--- config.mk ---
export PLATFORM = sky130hd
export DESIGN_NAME = prm_testport_prog
export DESIGN_NICKNAME = d
export VERILOG_FILES = /design/src/rtl/prm_pkg.sv /design/src/rtl/prm_entry_fmt.sv /design/src/rtl/prm_access_seq.sv /design/src/rtl/prm_testport_prog.sv
export SDC_FILE = /design/constraint.sdc
export NUM_CORES = 1
export LEC_CHECK = 0
export ABC_AREA = 1
export BUFFER_PORTS_ARGS = -buffer_cell sky130_fd_sc_hd__buf_2
export CAP_MARGIN = 20
export CORE_ASPECT_RATIO = 0.5
export CORE_MARGIN = 1.5
export CORE_UTILIZATION = 40
export DETAILED_ROUTE_END_ITERATION = 10
export PLACE_DENSITY = 0.87
export SLEW_MARGIN = 40
export SYNTH_ARGS = -nofsm -noshare
export SYNTH_HDL_FRONTEND = slang
export SYNTH_HIERARCHICAL = 1
export SYNTH_SLANG_ARGS = --single-unit
--- constraint.sdc ---
create_clock -name clk -period 7 [get_ports clk]
set_input_delay 0.7 -clock clk [delete_from_list [all_inputs] [get_ports clk]]
set_output_delay 0.7 -clock clk [all_outputs]
set_load 0.03 [all_outputs]
--- src/rtl/prm_pkg.sv ---
// Package: shared types for the test-port parameter programmer.
// Assumes nothing beyond being compiled before the modules that import it.
package prm_pkg;

    // Kind of port access issued in a cycle
    typedef enum logic [1:0] {
        OP_NONE = 2'd0,
        OP_WR   = 2'd1,
        OP_RD   = 2'd2
    } op_e;

    // Content of a write access
    typedef enum logic [1:0] {
        WK_SEL = 2'd0,
        WK_DAT = 2'd1,
        WK_STB = 2'd2
    } wkind_e;

    // Phases of the per-entry access sequence, in issue order
    typedef enum logic [2:0] {
        PH_SEL  = 3'd0,
        PH_SMP  = 3'd1,
        PH_DAT  = 3'd2,
        PH_STB  = 3'd3,
        PH_DAT2 = 3'd4,
        PH_RSEL = 3'd5,
        PH_CNF  = 3'd6
    } ph_e;

    // Top-level control states
    typedef enum logic [1:0] {
        ST_IDLE = 2'd0,
        ST_RUN  = 2'd1,
        ST_FIN  = 2'd2
    } st_e;

endpackage

--- src/rtl/prm_entry_fmt.sv ---
// Module: prm_entry_fmt
// Turns one table entry into the masked field data and a validity flag.
// Assumes the register number carries one extra bit above the address
// width, so that out-of-range numbers can be detected. Purely combinational.
module prm_entry_fmt #(
    parameter int DATA_W = 8,
    parameter int ADDR_W = 5
) (
    input  logic [ADDR_W:0]          reg_no,
    input  logic [$clog2(DATA_W)-1:0] msb,
    input  logic [$clog2(DATA_W)-1:0] lsb,
    input  logic [DATA_W-1:0]        value,
    output logic [DATA_W-1:0]        field_data,
    output logic                     ok
);
    localparam int POS_W = $clog2(DATA_W);

    logic [DATA_W-1:0] fmask;
    logic [DATA_W-1:0] shifted;

    // One mask bit per data bit: set when the bit lies within msb..lsb
    for (genvar b = 0; b < DATA_W; b++) begin : g_mask
        assign fmask[b] = (POS_W'(b) <= msb) && (POS_W'(b) >= lsb);
    end

    // Shift the value into place and keep only the field bits
    always_comb begin
        shifted    = value << lsb;
        field_data = shifted & fmask;
        ok         = (msb >= lsb) && !reg_no[ADDR_W];
    end

endmodule

--- src/rtl/prm_access_seq.sv ---
// Module: prm_access_seq
// Steps through the fixed per-entry access pattern: select, sample, three
// field writes, re-select, confirm. Every write is trailed by SETTLE_RD reads.
// Assumes adv is high only while the current entry is being programmed.
// clear returns the pattern to its first step.
module prm_access_seq
    import prm_pkg::*;
#(
    parameter int SETTLE_RD = 2
) (
    input  logic   clk,
    input  logic   rst_n,
    input  logic   clear,
    input  logic   adv,
    output op_e    op,
    output wkind_e wkind,
    output logic   last
);
    localparam int SUB_W = $clog2(SETTLE_RD + 1);

    ph_e              phase_q;
    logic [SUB_W-1:0] sub_q;
    logic             is_rd_phase;
    logic             phase_end;

    // Decode the access issued in the current step
    always_comb begin
        is_rd_phase = (phase_q == PH_SMP) || (phase_q == PH_CNF);
        phase_end   = is_rd_phase || (sub_q == SUB_W'(SETTLE_RD));
        if (is_rd_phase || (sub_q != '0)) op = OP_RD;
        else                              op = OP_WR;
        case (phase_q)
            PH_SEL, PH_RSEL: wkind = WK_SEL;
            PH_STB:          wkind = WK_STB;
            default:         wkind = WK_DAT;
        endcase
        last = (phase_q == PH_CNF);
    end

    // Advance the phase and settle-read counters
    always_ff @(posedge clk) begin
        if (!rst_n || clear) begin
            phase_q <= PH_SEL;
            sub_q   <= '0;
        end else if (adv) begin
            if (phase_end) begin
                sub_q   <= '0;
                phase_q <= (phase_q == PH_CNF) ? PH_SEL : ph_e'(phase_q + 3'd1);
            end else begin
                sub_q <= sub_q + 1'b1;
            end
        end
    end

endmodule

--- src/rtl/prm_testport_prog.sv ---
// Module: prm_testport_prog (top)
// Applies a table of trim fields to a PHY through its test port, one entry
// at a time and in index order. Malformed entries are skipped and flagged.
// Assumes the table inputs stay stable from start until done.
module prm_testport_prog
    import prm_pkg::*;
#(
    parameter int MAX_ENT   = 7,
    parameter int DATA_W    = 8,
    parameter int ADDR_W    = 5,
    parameter int SETTLE_RD = 2
) (
    input  logic                                clk,
    input  logic                                rst_n,
    input  logic                                start,
    input  logic                                legacy,
    input  logic [$clog2(MAX_ENT+1)-1:0]        tbl_cnt,
    input  logic [MAX_ENT*(ADDR_W+1)-1:0]       tbl_reg,
    input  logic [MAX_ENT*$clog2(DATA_W)-1:0]   tbl_msb,
    input  logic [MAX_ENT*$clog2(DATA_W)-1:0]   tbl_lsb,
    input  logic [MAX_ENT*DATA_W-1:0]           tbl_val,
    output logic [DATA_W+ADDR_W:0]              tp_word,
    output logic                                tp_wr,
    output logic                                tp_rd,
    output logic                                busy,
    output logic                                done,
    output logic                                err
);
    localparam int CNT_W = $clog2(MAX_ENT + 1);
    localparam int POS_W = $clog2(DATA_W);
    localparam int RNO_W = ADDR_W + 1;

    st_e               state_q;
    logic [CNT_W-1:0]  idx_q;
    logic [CNT_W-1:0]  cnt_q;
    logic [CNT_W-1:0]  cnt_eff;
    logic              err_q;

    logic [RNO_W-1:0]  ent_reg;
    logic [POS_W-1:0]  ent_msb;
    logic [POS_W-1:0]  ent_lsb;
    logic [DATA_W-1:0] ent_val;
    logic [DATA_W-1:0] fdata;
    logic              ent_ok;

    op_e               acc_op;
    wkind_e            acc_kind;
    logic              acc_last;
    logic              run_ok;
    logic              entry_end;
    logic [DATA_W-1:0] wdata;

    // Pick the fields of the entry currently being processed
    always_comb begin
        ent_reg = tbl_reg[idx_q*RNO_W  +: RNO_W];
        ent_msb = tbl_msb[idx_q*POS_W  +: POS_W];
        ent_lsb = tbl_lsb[idx_q*POS_W  +: POS_W];
        ent_val = tbl_val[idx_q*DATA_W +: DATA_W];
        cnt_eff = (tbl_cnt > CNT_W'(MAX_ENT)) ? CNT_W'(MAX_ENT) : tbl_cnt;
    end

    prm_entry_fmt #(
        .DATA_W (DATA_W),
        .ADDR_W (ADDR_W)
    ) u_fmt (
        .reg_no     (ent_reg),
        .msb        (ent_msb),
        .lsb        (ent_lsb),
        .value      (ent_val),
        .field_data (fdata),
        .ok         (ent_ok)
    );

    prm_access_seq #(
        .SETTLE_RD (SETTLE_RD)
    ) u_seq (
        .clk   (clk),
        .rst_n (rst_n),
        .clear (state_q == ST_IDLE),
        .adv   (run_ok),
        .op    (acc_op),
        .wkind (acc_kind),
        .last  (acc_last)
    );

    // Drive the test port from the current access step
    always_comb begin
        run_ok    = (state_q == ST_RUN) && ent_ok;
        entry_end = (state_q == ST_RUN) && (!ent_ok || acc_last);
        tp_wr     = run_ok && (acc_op == OP_WR);
        tp_rd     = run_ok && (acc_op == OP_RD);
        wdata     = (acc_kind == WK_SEL) ? DATA_W'(1) : fdata;
        tp_word   = tp_wr ? {wdata, ent_reg[ADDR_W-1:0], acc_kind == WK_STB}
                          : '0;
        busy      = (state_q == ST_RUN);
        done      = (state_q == ST_FIN);
        err       = err_q;
    end

    // Control: accept start, walk the entries, flag skips, pulse done
    always_ff @(posedge clk) begin
        if (!rst_n) begin
            state_q <= ST_IDLE;
            idx_q   <= '0;
            cnt_q   <= '0;
            err_q   <= 1'b0;
        end else begin
            case (state_q)
                ST_IDLE: begin
                    if (start) begin
                        err_q <= 1'b0;
                        idx_q <= '0;
                        cnt_q <= cnt_eff;
                        if (legacy || (cnt_eff == '0)) state_q <= ST_FIN;
                        else                           state_q <= ST_RUN;
                    end
                end
                ST_RUN: begin
                    if (entry_end) begin
                        if (!ent_ok) err_q <= 1'b1;
                        if (idx_q == CNT_W'(cnt_q - 1'b1)) state_q <= ST_FIN;
                        else                               idx_q   <= idx_q + 1'b1;
                    end
                end
                default: state_q <= ST_IDLE;
            endcase
        end
    end

endmodule

==> results_dict.tcl, run 1 <==
set metrics [dict create \
    synth_warnings 6 \
    grt.total_usage 0.247 \
    rrSetupSlack_ns 3.14 \
    dr.pass1.iters 6 \
    die_x_um 120 \
    fin_skew_ns 0.00242 \
    syn_inst 520 \
    drive_gt1_frac 0.324 \
    antenna_found_initial 0 \
    port_buffers 165 \
    layout_commonest_cell "buf_2" \
    n_fill_cell 697 \
    rows 21 \
    wl_per_cell_um 13.0 \
    clockRootBuffer "clkbuf_16" \
    drc 0 \
    post_cts_buffers 0 \
    insertion_delay_ns 0.25 \
    place.gp.congestion 0.935 \
    fin_crit_ns 4.98 \
    start_kind "flop" \
    dp_cells 745 \
    n_antenna_cell 0 \
    seqCellArea_um2 287 \
    cap_violations 0 \
    synthToLayoutAreaGrowth_pct 31.3 \
    clk_path_buf_depth 2 \
    grt_pass1_wl_mm 14.6 \
    final_cell_count_no_fill 749 \
    dp_hpwl_mm 7.61 \
    final_cell_mix "buf_2, nand2_1, nor2_1, o21ai_0, nand3_1" \
    timing.setup.tns_ns 0 \
    cts_resized 0 \
    peakVddDrop_mv 0.227 \
    end_kind "output port" \
    grt_pass1_vias 3313 \
    fp.dieArea_mm2 0.00738 \
    total_leakage_power_nw 1.92 \
    grt_max_degree 83 \
    multi_input_area_mm2 0.00209 \
    antenna_left 0 \
    fmax_ghz 0.201 \
    gr-total-overflow 0 \
    viasPerCell 5.26 \
    hold_path_startpoint "err" \
    r2r_start "idx_q[0]" \
    syn_nets 675 \
    min_to "err" \
    whs_path_depth 2 \
    power.density_mw_per_mm2 457 \
    rr_worst_depth 21 \
    die_h_um 61.5 \
    wl_mm 9.72 \
    cp.arrival_ns 4.28 \
    fin_nets 813 \
    final_max_slew_viol_count 0 \
    setup_viol 0 \
    syn_area_mm2 0.00274 \
    cts_sinks 14 \
    hold_buffers 0 \
    fin_crit_sh 0.711 \
    cp_max_fo 82 \
    initial_core_util 0.412 \
    clk_pin_slew_worst_paths_ns 0.05 \
    io_pins 166 \
    path_class "flop to output port" \
    syn_avg_cell_area_um2 5.26 \
    rsz0062_at_grt "false" \
    run_status "finished clean" \
    cts_tree "built" \
    drt_iter0_markers 298 \
    core_mm2 0.00665 \
    hold_class "flop to flop" \
    slew_headroom 0.537 \
    routed-via-count 3943 \
    hold_viol 0 \
    tightest_slew_ns 0.694 \
    htreeDepth 1 \
    r2r_end "idx_q[1]" \
    required_ns 6.30 \
    numCtsBuffers 3 \
]
-- cell type report --
class | count | area share
multi-input combinational | 426 | 0.581
clock buffer | 4 | 0.0247
inverter | 47 | 0.0512
tap | 92 | 0.0320
sequential | 14 | 0.0797
timing repair buffer | 166 | 0.232
-- sequential cells by signal (all words and copies together) (netlist names) --
signal and count:
u_seq/sub_q 2, state_q 2, u_seq/phase_q 3, idx_q 3, err 1, cnt_q 3
-- worst max-delay path: stages, from the launching register on --
cell	delay (ns)
dfxtp_2	0.40
buf_4	0.30
inv_4	0.57
nor2_1	0.09
o21ai_0	0.18
a21oi_1	0.08
a31oi_1	0.46
inv_2	0.18
ha_1	0.33
nand2_1	0.05
o211ai_1	0.15
nand2_1	0.07
inv_1	0.05
inv_1	0.09
nor2_4	0.21
nand3_2	0.31
inv_1	0.15
nand2_1	0.06
nor2_1	0.07
buf_2	0.19
-- metrics by stage --
stage / area, µm² / hold slack [ns] / total power [mW] / setup slack, ns / utilization
after floorplan: 2740 / 0.433 / 1.28 / 3.10 / -
after global placement: 3490 / 0.455 / 1.45 / 2.19 / 0.525
after detailed placement: 3500 / 0.458 / 1.49 / 2.28 / 0.527
after CTS: 3590 / 0.472 / 1.62 / 2.02 / 0.541
after global routing: 3590 / 0.487 / 1.80 / 1.61 / 0.541
final: 3590 / 0.467 / 1.64 / 2.02 / 0.541
-- how the worst max path moves through the flow --
stage / start / to / slack (ns) / cells past startpoint
final: idx_q[0] / tp_word[0] / 2.02 / 19
after global routing: idx_q[0] / tp_word[0] / 1.61 / 19
after CTS: idx_q[2] / tp_word[0] / 2.02 / 17
after detailed placement: idx_q[2] / tp_word[0] / 2.28 / 17
after global placement: idx_q[2] / tp_word[0] / 2.19 / 17
after floorplan: idx_q[0] / tp_word[0] / 3.10 / 18
-- per-layer routing --
| metal | vias to the layer above | share of wire | GRT usage |
|---|---|---|---|
| met1 | 1750 | 0.42 | 0.314 |
| li1 | 1979 | - | - |
| met5 | - | 0 | 0 |
| met2 | 179 | 0.47 | 0.447 |
| met4 | 0 | 0.027 | 0.0680 |
| met3 | 35 | 0.084 | 0.0389 |
-- power by group --
part | switching (mW) | internal (mW) | total [mW]
clock | 0.0343 | 0.0866 | 0.121
combinational | 0.897 | 0.437 | 1.33
sequential | 0.0835 | 0.104 | 0.188
total | 1.01 | 0.628 | 1.64
(Power assumes the default switching activity.)
==> run 2, diff against run 1 <==
--- a/config.mk
+++ b/config.mk
@@ -5,14 +5,14 @@
 export SDC_FILE = /design/constraint.sdc
 export NUM_CORES = 1
 export LEC_CHECK = 0
-export ABC_AREA = 1
+export ABC_AREA = 0
 export BUFFER_PORTS_ARGS = -buffer_cell sky130_fd_sc_hd__buf_2
 export CAP_MARGIN = 20
 export CORE_ASPECT_RATIO = 0.5
 export CORE_MARGIN = 1.5
 export CORE_UTILIZATION = 40
 export DETAILED_ROUTE_END_ITERATION = 10
-export PLACE_DENSITY = 0.87
+export PLACE_DENSITY = 0.88
 export SLEW_MARGIN = 40
 export SYNTH_ARGS = -nofsm -noshare
 export SYNTH_HDL_FRONTEND = slang
==> constraint.sdc (replaced) <==
create_clock -name clk -period 5.2 [get_ports clk]
set_input_delay 0.52 -clock clk [delete_from_list [all_inputs] [get_ports clk]]
set_output_delay 0.52 -clock clk [all_outputs]
set_load 0.03 [all_outputs]
==> run 2 against run 1 <==
Against the previous run:
- first-iteration DRC count fell by 10%
- sequential share of layout area increased by 0.20 points
- global-route usage is 0.10 points lower
- total power fell by 68%
- combinational power down 82%
- critical path type unchanged
- critical endpoint is now tp_word[7]
- largest power group unchanged
==> results_dict.tcl, run 2 <==
set metrics [dict create \
    viasPerCell 5.45 \
    total_leakage_power_nw 1.67 \
    slowest_stage "a21oi_1" \
    rows 20 \
    dp_hpwl_mm 7.13 \
    final_cell_count_no_fill 551 \
    clk_path_buf_depth 2 \
    fmax_ghz 0.240 \
    post_cts_buffers 0 \
    holdWs_ns 0.494 \
    finish.utilization 0.562 \
    p_total_mw 0.528 \
    syn_area_mm2 0.00259 \
    synth_warnings 6 \
    cp_max_fo 17 \
    clockRootBuffer "clkbuf_16" \
    cp_top_family "simple AND/OR/NAND/NOR gates" \
    cts_sinks 14 \
    place.gp.congestion 0.913 \
    clk_pin_slew_worst_paths_ns 0.05 \
    wl_per_cell_um 15.6 \
    wl_mm 8.59 \
    dr.pass1.iters 4 \
    r2r_start "idx_q[0]" \
    cp.arrival_ns 3.65 \
    drc 0 \
    slowest_delay_ns 0.66 \
    timing.setup.tns_ns 0 \
    fp.dieArea_mm2 0.00700 \
    layout_commonest_cell "buf_2" \
    setup_viol 0 \
    cap_violations 0 \
    routed-via-count 3003 \
    io_pins 166 \
    n_antenna_cell 0 \
    dp_cells 547 \
    final_max_slew_viol_count 0 \
    antenna_left 0 \
    path_cells "mux4_2, nor2_1, a21oi_1, inv_2, ha_1, a21oi_1, nor2_1, nand4b_4, nor2_4, and2_1, buf_2" \
    fin_crit_ns 4.17 \
    drt_iter0_markers 267 \
    syn_avg_cell_area_um2 8.23 \
    hold_viol 0 \
    final_cell_mix "buf_2, nor2_1, a21oi_1, mux2i_1, mux4_2" \
    insertion_delay_ns 0.25 \
    hold_path_startpoint "u_seq/sub_q[0]" \
    syn_nets 470 \
    fin_skew_ns 0.00194 \
    drive_gt1_frac 0.458 \
    run_status "finished clean" \
    cts_tree "built" \
    fin_nets 619 \
    gr-total-overflow 0 \
    crit_path_start "idx_q[0]" \
    core_mm2 0.00616 \
    numCtsBuffers 3 \
    start_kind "flop" \
    initial_core_util 0.421 \
    grt_pass1_vias 2682 \
    required_ns 4.68 \
    tightest_slew_ns 0.816 \
    rsz0062_at_grt "false" \
    top_regs "cnt_q: 3 flops, idx_q: 3 flops, u_seq/phase_q: 3 flops" \
    die_h_um 59.9 \
    port_buffers 165 \
    grt.total_usage 0.246 \
    syn_inst 315 \
    die_x_um 117 \
    hold_buffers 0 \
    grt_pass1_wl_mm 13.2 \
    cp.buffers_inverters 2 \
    hold_class "flop to flop" \
    n_fill_cell 565 \
    grt_max_degree 26 \
    fin_crit_sh 0.801 \
    antenna_found_initial 0 \
    slew_headroom 0.456 \
    power.density_mw_per_mm2 153 \
    peakVddDrop_mv 0.116 \
    cts_resized 0 \
    synthToLayoutAreaGrowth_pct 33.6 \
    end_kind "output port" \
    path_class "flop to output port" \
    htreeDepth 1 \
]
==> run 2: final cells by class <==
cell class | count | area (µm²) | area share
Clock buffer | 4 | 88.8 | 0.0257
Inverter | 16 | 60.1 | 0.0174
Multi-Input combinational cell | 257 | 2040 | 0.590
Sequential cell | 14 | 283 | 0.0817
Tap cell | 88 | 110 | 0.0318
Timing Repair Buffer | 172 | 878 | 0.254
==> run 2: per-layer routing <==
metal,up-vias,wire (µm),track usage
met2,117,4060,0.404
met5,-,0,0
met1,1397,3560,0.315
met3,33,713,0.0680
met4,0,257,0.0861
li1,1456,-,-
==> run 2: path summary, 6_finish.rpt <==
path | endpoint | slack (ns) | depth (start not counted)
setup reg to reg | u_seq/sub_q[0] | 1.50 | 12
hold reg to reg | u_seq/sub_q[0] | 0.49 | 1
hold / removal | u_seq/sub_q[0] | 0.49 | 1
setup / recovery | tp_word[7] | 1.03 | 11
==> run 2: through the flow <==
step           setup WS (ns)  instance area (µm²)
2_1_floorplan           1.50                 2590
3_3_place_gp            1.42                 3370
3_5_place_dp            1.33                 3370
4_1_cts                 1.05                 3460
5_1_grt                0.707                 3460
6_report                1.03                 3460
==> run 2: power by group <==
group          internal [mW]  total [mW]  switching [mW]
combinational          0.120       0.240           0.120
clock                  0.117       0.164          0.0476
sequential             0.113       0.124          0.0113
==> run 2: worst register-to-register path: stages (launching register included) <==
cell and delay [ns]:
dfxtp_2 0.64, mux4_2 0.32, nor2_1 0.04, a21oi_1 0.66, inv_2 0.21, ha_1 0.34, a21oi_1 0.07, nor2_1 0.30
nand2_1 0.17, inv_1 0.24, inv_1 0.11, a211o_1 0.25, o41ai_1 0.24
